$ cat src/rtl/dmem_bank_pkg.sv
// Shared constants and types for the banked data memory address unit.
// Assumes a 12-bit data space split into 256-byte banks.
package dmem_bank_pkg;
    localparam int ADDR_W = 12;
    localparam int DATA_W = 8;
    localparam int OFS_W  = 8;
    localparam int BANK_W = ADDR_W - OFS_W;
    localparam int BSR_W  = 8;

    // first operand value that lands in the high window region
    localparam logic [OFS_W-1:0]  WIN_SPLIT = 8'h60;
    // first address served by the special-function register port
    localparam logic [ADDR_W-1:0] SFR_BASE  = 12'hF60;
    localparam logic [BANK_W-1:0] BANK_LOW  = '0;
    localparam logic [BANK_W-1:0] BANK_HIGH = '1;

    typedef enum logic [1:0] {
        AM_WINDOW  = 2'b00,
        AM_BANKED  = 2'b01,
        AM_DIRECT  = 2'b10,
        AM_DIRECT2 = 2'b11
    } acc_mode_e;
endpackage

$ cat src/rtl/dmem_bank_sel.sv
// Bank select register: holds the bank number loaded by the load-bank
// operation. Only the low BANK_W bits are stored; the rest read as zero.
// Assumes synchronous active-low reset.
module dmem_bank_sel #(
    parameter int BANK_W = 4,
    parameter int REG_W  = 8
) (
    input  logic              clk,
    input  logic              rst_n,
    input  logic              load,
    input  logic [REG_W-1:0]  load_val,
    output logic [BANK_W-1:0] bank,
    output logic [REG_W-1:0]  reg_q
);
    localparam int PAD_W = REG_W - BANK_W;

    logic [BANK_W-1:0] bank_q;

    // capture the immediate bank number on a load-bank operation
    always_ff @(posedge clk) begin
        if (!rst_n)
            bank_q <= '0;
        else if (load)
            bank_q <= load_val[BANK_W-1:0];
    end

    assign bank  = bank_q;
    assign reg_q = {{PAD_W{1'b0}}, bank_q};

    assert_load_R2: assert property (@(posedge clk) disable iff (!rst_n)
        load |=> reg_q == {{PAD_W{1'b0}}, $past(load_val[BANK_W-1:0])});

    assert_hold_R10: assert property (@(posedge clk) disable iff (!rst_n)
        (rst_n && !load) |=> $stable(reg_q));

    assert_reset_R9: assert property (@(posedge clk)
        !rst_n |=> reg_q == '0);
endmodule

$ cat src/rtl/dmem_addr_form.sv
// Effective address former: combines the mode, operand, full address and
// bank number into a 12-bit data address. Purely combinational.
module dmem_addr_form
    import dmem_bank_pkg::*;
(
    input  acc_mode_e          mode,
    input  logic [OFS_W-1:0]   op,
    input  logic [ADDR_W-1:0]  full,
    input  logic [BANK_W-1:0]  bank,
    output logic [ADDR_W-1:0]  eff
);
    logic [BANK_W-1:0] win_bank;

    // pick which end of the space the window operand falls into
    always_comb begin
        win_bank = (op < WIN_SPLIT) ? BANK_LOW : BANK_HIGH;
    end

    // select the address source for the requested mode
    always_comb begin
        case (mode)
            AM_WINDOW: eff = {win_bank, op};
            AM_BANKED: eff = {bank, op};
            default:   eff = full;
        endcase
    end
endmodule

$ cat src/rtl/dmem_gp_ram.sv
// General-purpose data RAM: NUM_BANKS x 256 bytes, synchronous write,
// combinational read. No reset of contents.
module dmem_gp_ram #(
    parameter int NUM_BANKS = 2,
    parameter int DATA_W    = 8,
    parameter int AW        = $clog2(NUM_BANKS * 256)
) (
    input  logic              clk,
    input  logic              rst_n,
    input  logic              we,
    input  logic [AW-1:0]     addr,
    input  logic [DATA_W-1:0] wdata,
    output logic [DATA_W-1:0] rdata
);
    localparam int DEPTH = NUM_BANKS * 256;

    logic [DATA_W-1:0] mem [DEPTH];

    // store write data at the rising edge
    always_ff @(posedge clk) begin
        if (we)
            mem[addr] <= wdata;
    end

    assign rdata = mem[addr];

    assert_write_R8: assert property (@(posedge clk) disable iff (!rst_n)
        we |=> mem[$past(addr)] == $past(wdata));
endmodule

$ cat src/rtl/dmem_bank_unit.sv
// Banked data memory address unit (top). Forms the effective address,
// routes it to the general-purpose RAM, the special-function register
// port or the unimplemented space (reads zero, writes dropped).
// Assumes 1 <= NUM_GP_BANKS <= 16.
module dmem_bank_unit
    import dmem_bank_pkg::*;
#(
    parameter int NUM_GP_BANKS = 2
) (
    input  logic              clk,
    input  logic              rst_n,
    input  logic              bsr_load,
    input  logic [7:0]        bsr_load_val,
    output logic [7:0]        bsr_q,
    input  logic              acc_en,
    input  logic              acc_we,
    input  logic [1:0]        acc_mode,
    input  logic [7:0]        op_addr,
    input  logic [11:0]       full_addr,
    input  logic [7:0]        wdata,
    output logic [7:0]        rdata,
    output logic [11:0]       eff_addr,
    output logic              sfr_sel,
    output logic              sfr_we,
    output logic [7:0]        sfr_addr,
    output logic [7:0]        sfr_wdata,
    input  logic [7:0]        sfr_rdata
);
    localparam int RAM_AW = $clog2(NUM_GP_BANKS * 256);
    localparam logic [BANK_W:0] GP_LIMIT = (BANK_W+1)'(NUM_GP_BANKS);

    logic [BANK_W-1:0] bank;
    logic [ADDR_W-1:0] eff;
    logic              is_sfr;
    logic              is_gp;
    logic              ram_we;
    logic [DATA_W-1:0] ram_rdata;

    dmem_bank_sel #(.BANK_W(BANK_W), .REG_W(BSR_W)) u_bank_sel (
        .clk      (clk),
        .rst_n    (rst_n),
        .load     (bsr_load),
        .load_val (bsr_load_val),
        .bank     (bank),
        .reg_q    (bsr_q)
    );

    dmem_addr_form u_addr_form (
        .mode (acc_mode_e'(acc_mode)),
        .op   (op_addr),
        .full (full_addr),
        .bank (bank),
        .eff  (eff)
    );

    // classify the effective address into SFR, RAM or unimplemented space
    always_comb begin
        is_sfr = (eff >= SFR_BASE);
        is_gp  = !is_sfr && ({1'b0, eff[ADDR_W-1:OFS_W]} < GP_LIMIT);
    end

    assign ram_we = acc_en && acc_we && is_gp;

    dmem_gp_ram #(.NUM_BANKS(NUM_GP_BANKS), .DATA_W(DATA_W), .AW(RAM_AW)) u_ram (
        .clk   (clk),
        .rst_n (rst_n),
        .we    (ram_we),
        .addr  (eff[RAM_AW-1:0]),
        .wdata (wdata),
        .rdata (ram_rdata)
    );

    // steer read data from the selected target, zero for unimplemented space
    always_comb begin
        if (is_sfr)
            rdata = sfr_rdata;
        else if (is_gp)
            rdata = ram_rdata;
        else
            rdata = '0;
    end

    assign eff_addr  = eff;
    assign sfr_sel   = acc_en && is_sfr;
    assign sfr_we    = acc_en && acc_we && is_sfr;
    assign sfr_addr  = eff[OFS_W-1:0];
    assign sfr_wdata = wdata;

    assert_sfr_route_R7: assert property (@(posedge clk) disable iff (!rst_n)
        (acc_en && eff_addr >= SFR_BASE) |-> (sfr_sel && !ram_we && sfr_addr == eff_addr[7:0]));

    assert_unimpl_R6: assert property (@(posedge clk) disable iff (!rst_n)
        (acc_en && eff_addr < SFR_BASE && {1'b0, eff_addr[11:8]} >= GP_LIMIT)
        |-> (rdata == '0 && !ram_we && !sfr_we && !sfr_sel));

    assert_old_bank_R10: assert property (@(posedge clk) disable iff (!rst_n)
        (acc_en && acc_mode == AM_BANKED) |-> (eff_addr[11:8] == bsr_q[3:0]));

    assert_window_R4: assert property (@(posedge clk) disable iff (!rst_n)
        (acc_en && acc_mode == AM_WINDOW) |->
        (eff_addr[11:8] == (op_addr < WIN_SPLIT ? BANK_LOW : BANK_HIGH)));
endmodule

$ cat config.mk
export PLATFORM = sky130hd
export DESIGN_NAME = dmem_bank_unit
export DESIGN_NICKNAME = d
export VERILOG_FILES = /design/src/rtl/dmem_bank_pkg.sv /design/src/rtl/dmem_bank_sel.sv /design/src/rtl/dmem_addr_form.sv /design/src/rtl/dmem_gp_ram.sv /design/src/rtl/dmem_bank_unit.sv
export SDC_FILE = /design/constraint.sdc
export NUM_CORES = 2
export LEC_CHECK = 0
export BUFFER_PORTS_ARGS = -buffer_cell sky130_fd_sc_hd__buf_2
export CAP_MARGIN = 20
export CELL_PAD_IN_SITES_DETAIL_PLACEMENT = 1
export CELL_PAD_IN_SITES_GLOBAL_PLACEMENT = 1
export CORE_UTILIZATION = 35
export CTS_BUF_LIST = sky130_fd_sc_hd__clkbuf_4
export CTS_CLUSTER_SIZE = 30
export DETAILED_ROUTE_END_ITERATION = 16
export HOLD_SLACK_MARGIN = 0.15
export PLACE_DENSITY_LB_ADDON = 0.3
export SETUP_SLACK_MARGIN = 0.1
export SLEW_MARGIN = 15
export SYNTH_ARGS = -nofsm -noshare
export SYNTH_HDL_FRONTEND = slang
export SYNTH_SLANG_ARGS = --single-unit
export TNS_END_PERCENT = 100
$ cat constraint.sdc
create_clock -name clk -period 9.95 [get_ports clk]
set_clock_uncertainty 0.05 [all_clocks]
set_input_delay 1.99 -clock clk [delete_from_list [all_inputs] [get_ports clk]]
set_output_delay 1.99 -clock clk [all_outputs]
set_load 0.01 [all_outputs]
### Yosys cells after proc, flatten, opt, wreduce, memory -nomap -nowiden

Memories as Yosys holds them, arrays and structs flattened.
Index checks and enable logic that the tools add are counted.

* output and inout bits: 46
* RAM bits: 4096
* register bits after elaboration: 4
* bits of input ports: 51
* memories kept: 1
* logic and storage cells: 19

Memories
* u_ram.mem: depth 512, bits a word 8, read ports 1, clocked after memory_dff 0, wr ports 1, line dmem_gp_ram.sv:17 `logic [DATA_W-1:0] mem [DEPTH];`

* reduce and logical (&&, ||, !) cells: 7
* equal/unequal tests: 1
* magnitude comparators: 3
* mux-type cells: 6

Operators with widths (number)
* $pmux 12 s2: 1
* $mux 8: 2
* $ge 12x12->1 const B: 1
* $lt 8x7->1 const B: 1
* $logic_and 1x1->1: 5
* $lt 4x2->1 const B: 1
* $mux 4: 1
* $eq 2x1->1 const B: 1
* $logic_not 2->1: 1
* $mux 1: 2
* $logic_not 1->1: 1

### Depth between registers and ports, before layout

* depth after elaboration: 9
* gate-level depth with buffers: 18
* depth with buffers taken out: 10

### Cells and area by module

Synthesis repeated with hierarchy kept, for this count alone.

* cell total of the unflattened synthesis: 7660
* area total of the unflattened synthesis: 158952.4 sq um

By module, submodules not included
* dmem_gp_ram: area an instance 158199.2 sq um, times used 1, sequential area each 122998.0 sq um, cells each 7567
* dmem_bank_unit: area an instance 309.0 sq um, times used 1, sequential area each 0.0 sq um, cells each 48
* dmem_addr_form: area an instance 224.0 sq um, times used 1, sequential area each 0.0 sq um, cells each 23
* dmem_bank_sel: area an instance 220.2 sq um, times used 1, sequential area each 80.1 sq um, cells each 22

### Worst setup path after synthesis

No wires, ideal clock.

* path kind: in2out
* start point: input port acc_mode[1]
* end point: output port rdata[4]
* cell stages on the path: 10
* data required time: 7.910 ns
* data arrival time: 4.651 ns
* path buffers: 3
* slack: 3.259 ns
* path through: buf_6 > buf_6 > mux2i_2 > buf_4 > mux4_2 > a32oi_1 > o21ai_1 > or4_1 > or4_1 > o21ai_1

* longest elaborated chain between the ends: 7
* elaborated cells on any way between the ends: 10
* those cells by class: 2 x order compare; 1 x eq/ne; 3 x mux; 3 x reduce/logical; 1 x memory

Ends and longest elaborated chain
* start, declared: line dmem_bank_unit.sv:17 `input logic [1:0] acc_mode,`
* $eq 2x1->1 or $logic_not 2->1 (tied branches): line dmem_addr_form.sv:21 `case (mode)`
* $pmux 12 s2 *: line dmem_addr_form.sv:21
* branches (longest 4 deep; another with $mem_v2 512x8)
* $mux 8 *: line dmem_bank_unit.sv:75 `if (is_sfr)`
* end, declared: line dmem_bank_unit.sv:21 `output logic [7:0] rdata,`

Every way passes the cells marked *.

### Final worst setup path

* start point: input port acc_mode[1]
* end point: output port rdata[7]

The elaborated chain is that of the path after synthesis.

==> flow_summary.yaml <==
global_route:
  grt_use_total_pct: 25.2
  grt_pass1_vias: 112000
  antenna_found_initial: 52
  grt_pass1_wl_um: 839000
  grt_max_degree: 185
  overflow: 0
power:
  power.density_mw_per_mm2: 200
  p_total_w: 0.0373
  ir_worst_vdd_mv: 0.0988
  power.static_leakage_nw: 62.6
worst_setup_path:
  worst_path_most_repeated_cell: "buf_4"
  path_max_fanout: 12
  crit_buf_inv: 7
  path_cells: "buf_2 -> buf_4 -> nand3b_1 -> o311a_1 -> clkinv_1 -> nand2_1 -> nor2_1 -> o211ai_1 -> buf_4 -> nand4_1 -> a2111oi_2 -> clkbuf_4 -> nand4_1 -> o31ai_1 -> buf_4 -> buf_2"
  critical_path_required_ns: 7.91
  critPathKind: "in -> out"
  startpoint_type: "primary input"
  slowest_delay_ns: 0.87
  cp_top_family: "buffers and inverters"
  slowest_stage: "nand2_1"
  cp-end-kind: "output pin"
  arrival_ns: 7.70
clock_tree:
  insertion_delay_ns: 1.67
  clk_pin_slew_worst_paths_ns: 0.06
  htree_levels: 7
  cts_tree: "yes"
  clockBufferDepth: 5
  ctsResizeCount: 0
  cts_buffers: 1170
  cts_setup_buffers: 0
  cts_sinks: 4100
  hold_buffers: 0
  root_buffer: "clkbuf_4"
timing:
  max_freq_mhz: 103
  slew_headroom_pct: 8.61
  whs_ns: 0.519
  hold_viol: 0
  finalMaxSlewViolations: 0
  tightest_slew_ns: 1.37
  rsz0062_at_grt: "no"
  period_needed_ns: 9.74
  period_share_pct: 97.9
  setup_viol: 0
placed_design:
  gp_congestion: 0.881
  port-buffer-count: 88
  place_hpwl_um: 369000
  dpl_cell_area_mm2: 0.173
yosys:
  synth_warnings: 0
  ys.flop_type: "edfxtp_1"
  synth-edff-count: 4096
  synth_area_mm2: 0.164
  ys_types: 76
  synth_top_area_share_pct: 75.2
  syn_avg_cell_area_um2: 14.4
  syn_inst: 11400
  ys_top_cells_by_area: "edfxtp_1 (75%), nand2_1 (6.7%), mux4_2 (3.9%)"
  yosysTopAreaCell: "edfxtp_1"
  ys_ff_latch: 4100
  synth_seq_area_share_pct: 75.2
  async_reset_ff_share_pct: 0
cells_and_area:
  syn_to_final_growth_pct: 14.0
  layout-drive-gt1-share_pct: 20.6
  layout_commonest_cell: "edfxtp_1"
  fin_util_pct: 40.2
  nFillCells: 48100
  nets: 12400
  stdcell_area_mm2: 0.187
  final_cell_mix: "edfxtp_1 (4096), nand2_1 (2923), clkbuf_4 (1677), nand3_1 (1175), nor2_1 (540)"
floorplanning:
  start_util_pct: 35.2
  die_w_um: 686
  rows: 250
  pin_count: 97
  core_mm2: 0.465
  die_h_um: 686
  die-area_mm2: 0.470
route:
  routed_wl_um: 602000
  via_count: 109000
  post_drt_wl_per_cell_um: 31.3
  drc_errors: 0
  viasPerCell: 5.69
  drt_first_pass_iters: 6
  ant_nets: 0
  drt-initial-drc-count: 13500
job:
  cap_violations: 0
hold_path:
  hp-class: "reg -> reg"
status:
  status: "complete, no violations"
-- cell families after synthesis --
group,count (synthesis),synth area share (%)
AO/OA/AOI/OAI,962,4.24
multiplexers,401,4.61
AND/OR/NAND/NOR,5093,13.2
other,1,0.00229
flip-flops,4100,75.2
buffers and inverters,809,2.73
-- power breakdown --
part	internal (W)	switching [W]	total, W
registers	0.0190	0.00000175	0.0190
logic	0.000825	0.00235	0.00318
clock network	0.00800	0.00711	0.0151
-- flip-flops by register name (all words and copies together) (netlist names) --
name,count
u_ram.mem,4096
u_bank_sel.bank,4
-- synthesized netlist by cell type, types with 153 or more instances --
cell,count
edfxtp_1,4096
nand2_1,2929
nand3_1,1191
nor2_1,573
buf_2,280
mux4_2,280
and3_1,255
a311oi_1,252
clkbuf_1,240
buf_4,183
a31oi_1,164
a21oi_1,153
-- layout make-up --
class / count / area [µm²] / share of cell area (%)
diodes: 43 / 108 / 0.0577
clock inverters: 191 / 1120 / 0.600
flip-flops and latches: 4100 / 123000 / 66.0
repair buffers: 582 / 5270 / 2.83
multi-input cells: 6460 / 36600 / 19.6
inverters: 12 / 75.1 / 0.0402
well taps: 6174 / 7720 / 4.14
clock buffers: 1676 / 12600 / 6.74
-- layer usage --
layer	routed length [µm]	part of all wire [%]	vias to the layer above	GRT usage, %
li1	-	-	45300	-
met4	27500	4.6	4	12.4
met5	34	0.0056	-	0
met1	237000	39	56900	32.7
met2	277000	46	6068	38.9
met3	60800	10	1109	7.15
-- worst paths after layout --
path / from / end / slack [ns] / depth (start not counted)
setup / recovery: acc_mode[1] / rdata[7] / 0.21 / 16
hold / removal: u_bank_sel.bank[3] / u_bank_sel.bank[3] / 0.52 / 2
setup reg to reg: u_bank_sel.bank[3] / u_ram.mem[36][5] / 4.80 / 8
hold reg to reg: u_bank_sel.bank[3] / u_bank_sel.bank[3] / 0.52 / 2
-- metrics by stage --
step	setup TNS, ns	cells	worst slack, ns
2_1_floorplan	0	11400	3.26
3_3_place_gp	-0.438	17300	-0.438
3_5_place_dp	0	17300	0.135
4_1_cts	0	19200	0.102
5_1_grt	0	19200	0.207
6_report	0	19200	0.208
-- worst register-to-register path: cells and delay by family, from the launching register on --
| family | cells | cell delay (ns) |
|---|---|---|
| DFF | 1 | 0.33 |
| and+or+nand+nor | 4 | 2.98 |
| AOI/OAI and AO/OA | 2 | 0.33 |
| buffers and inverters | 2 | 1.07 |
Note: power is estimated with default switching activity, not from simulation.
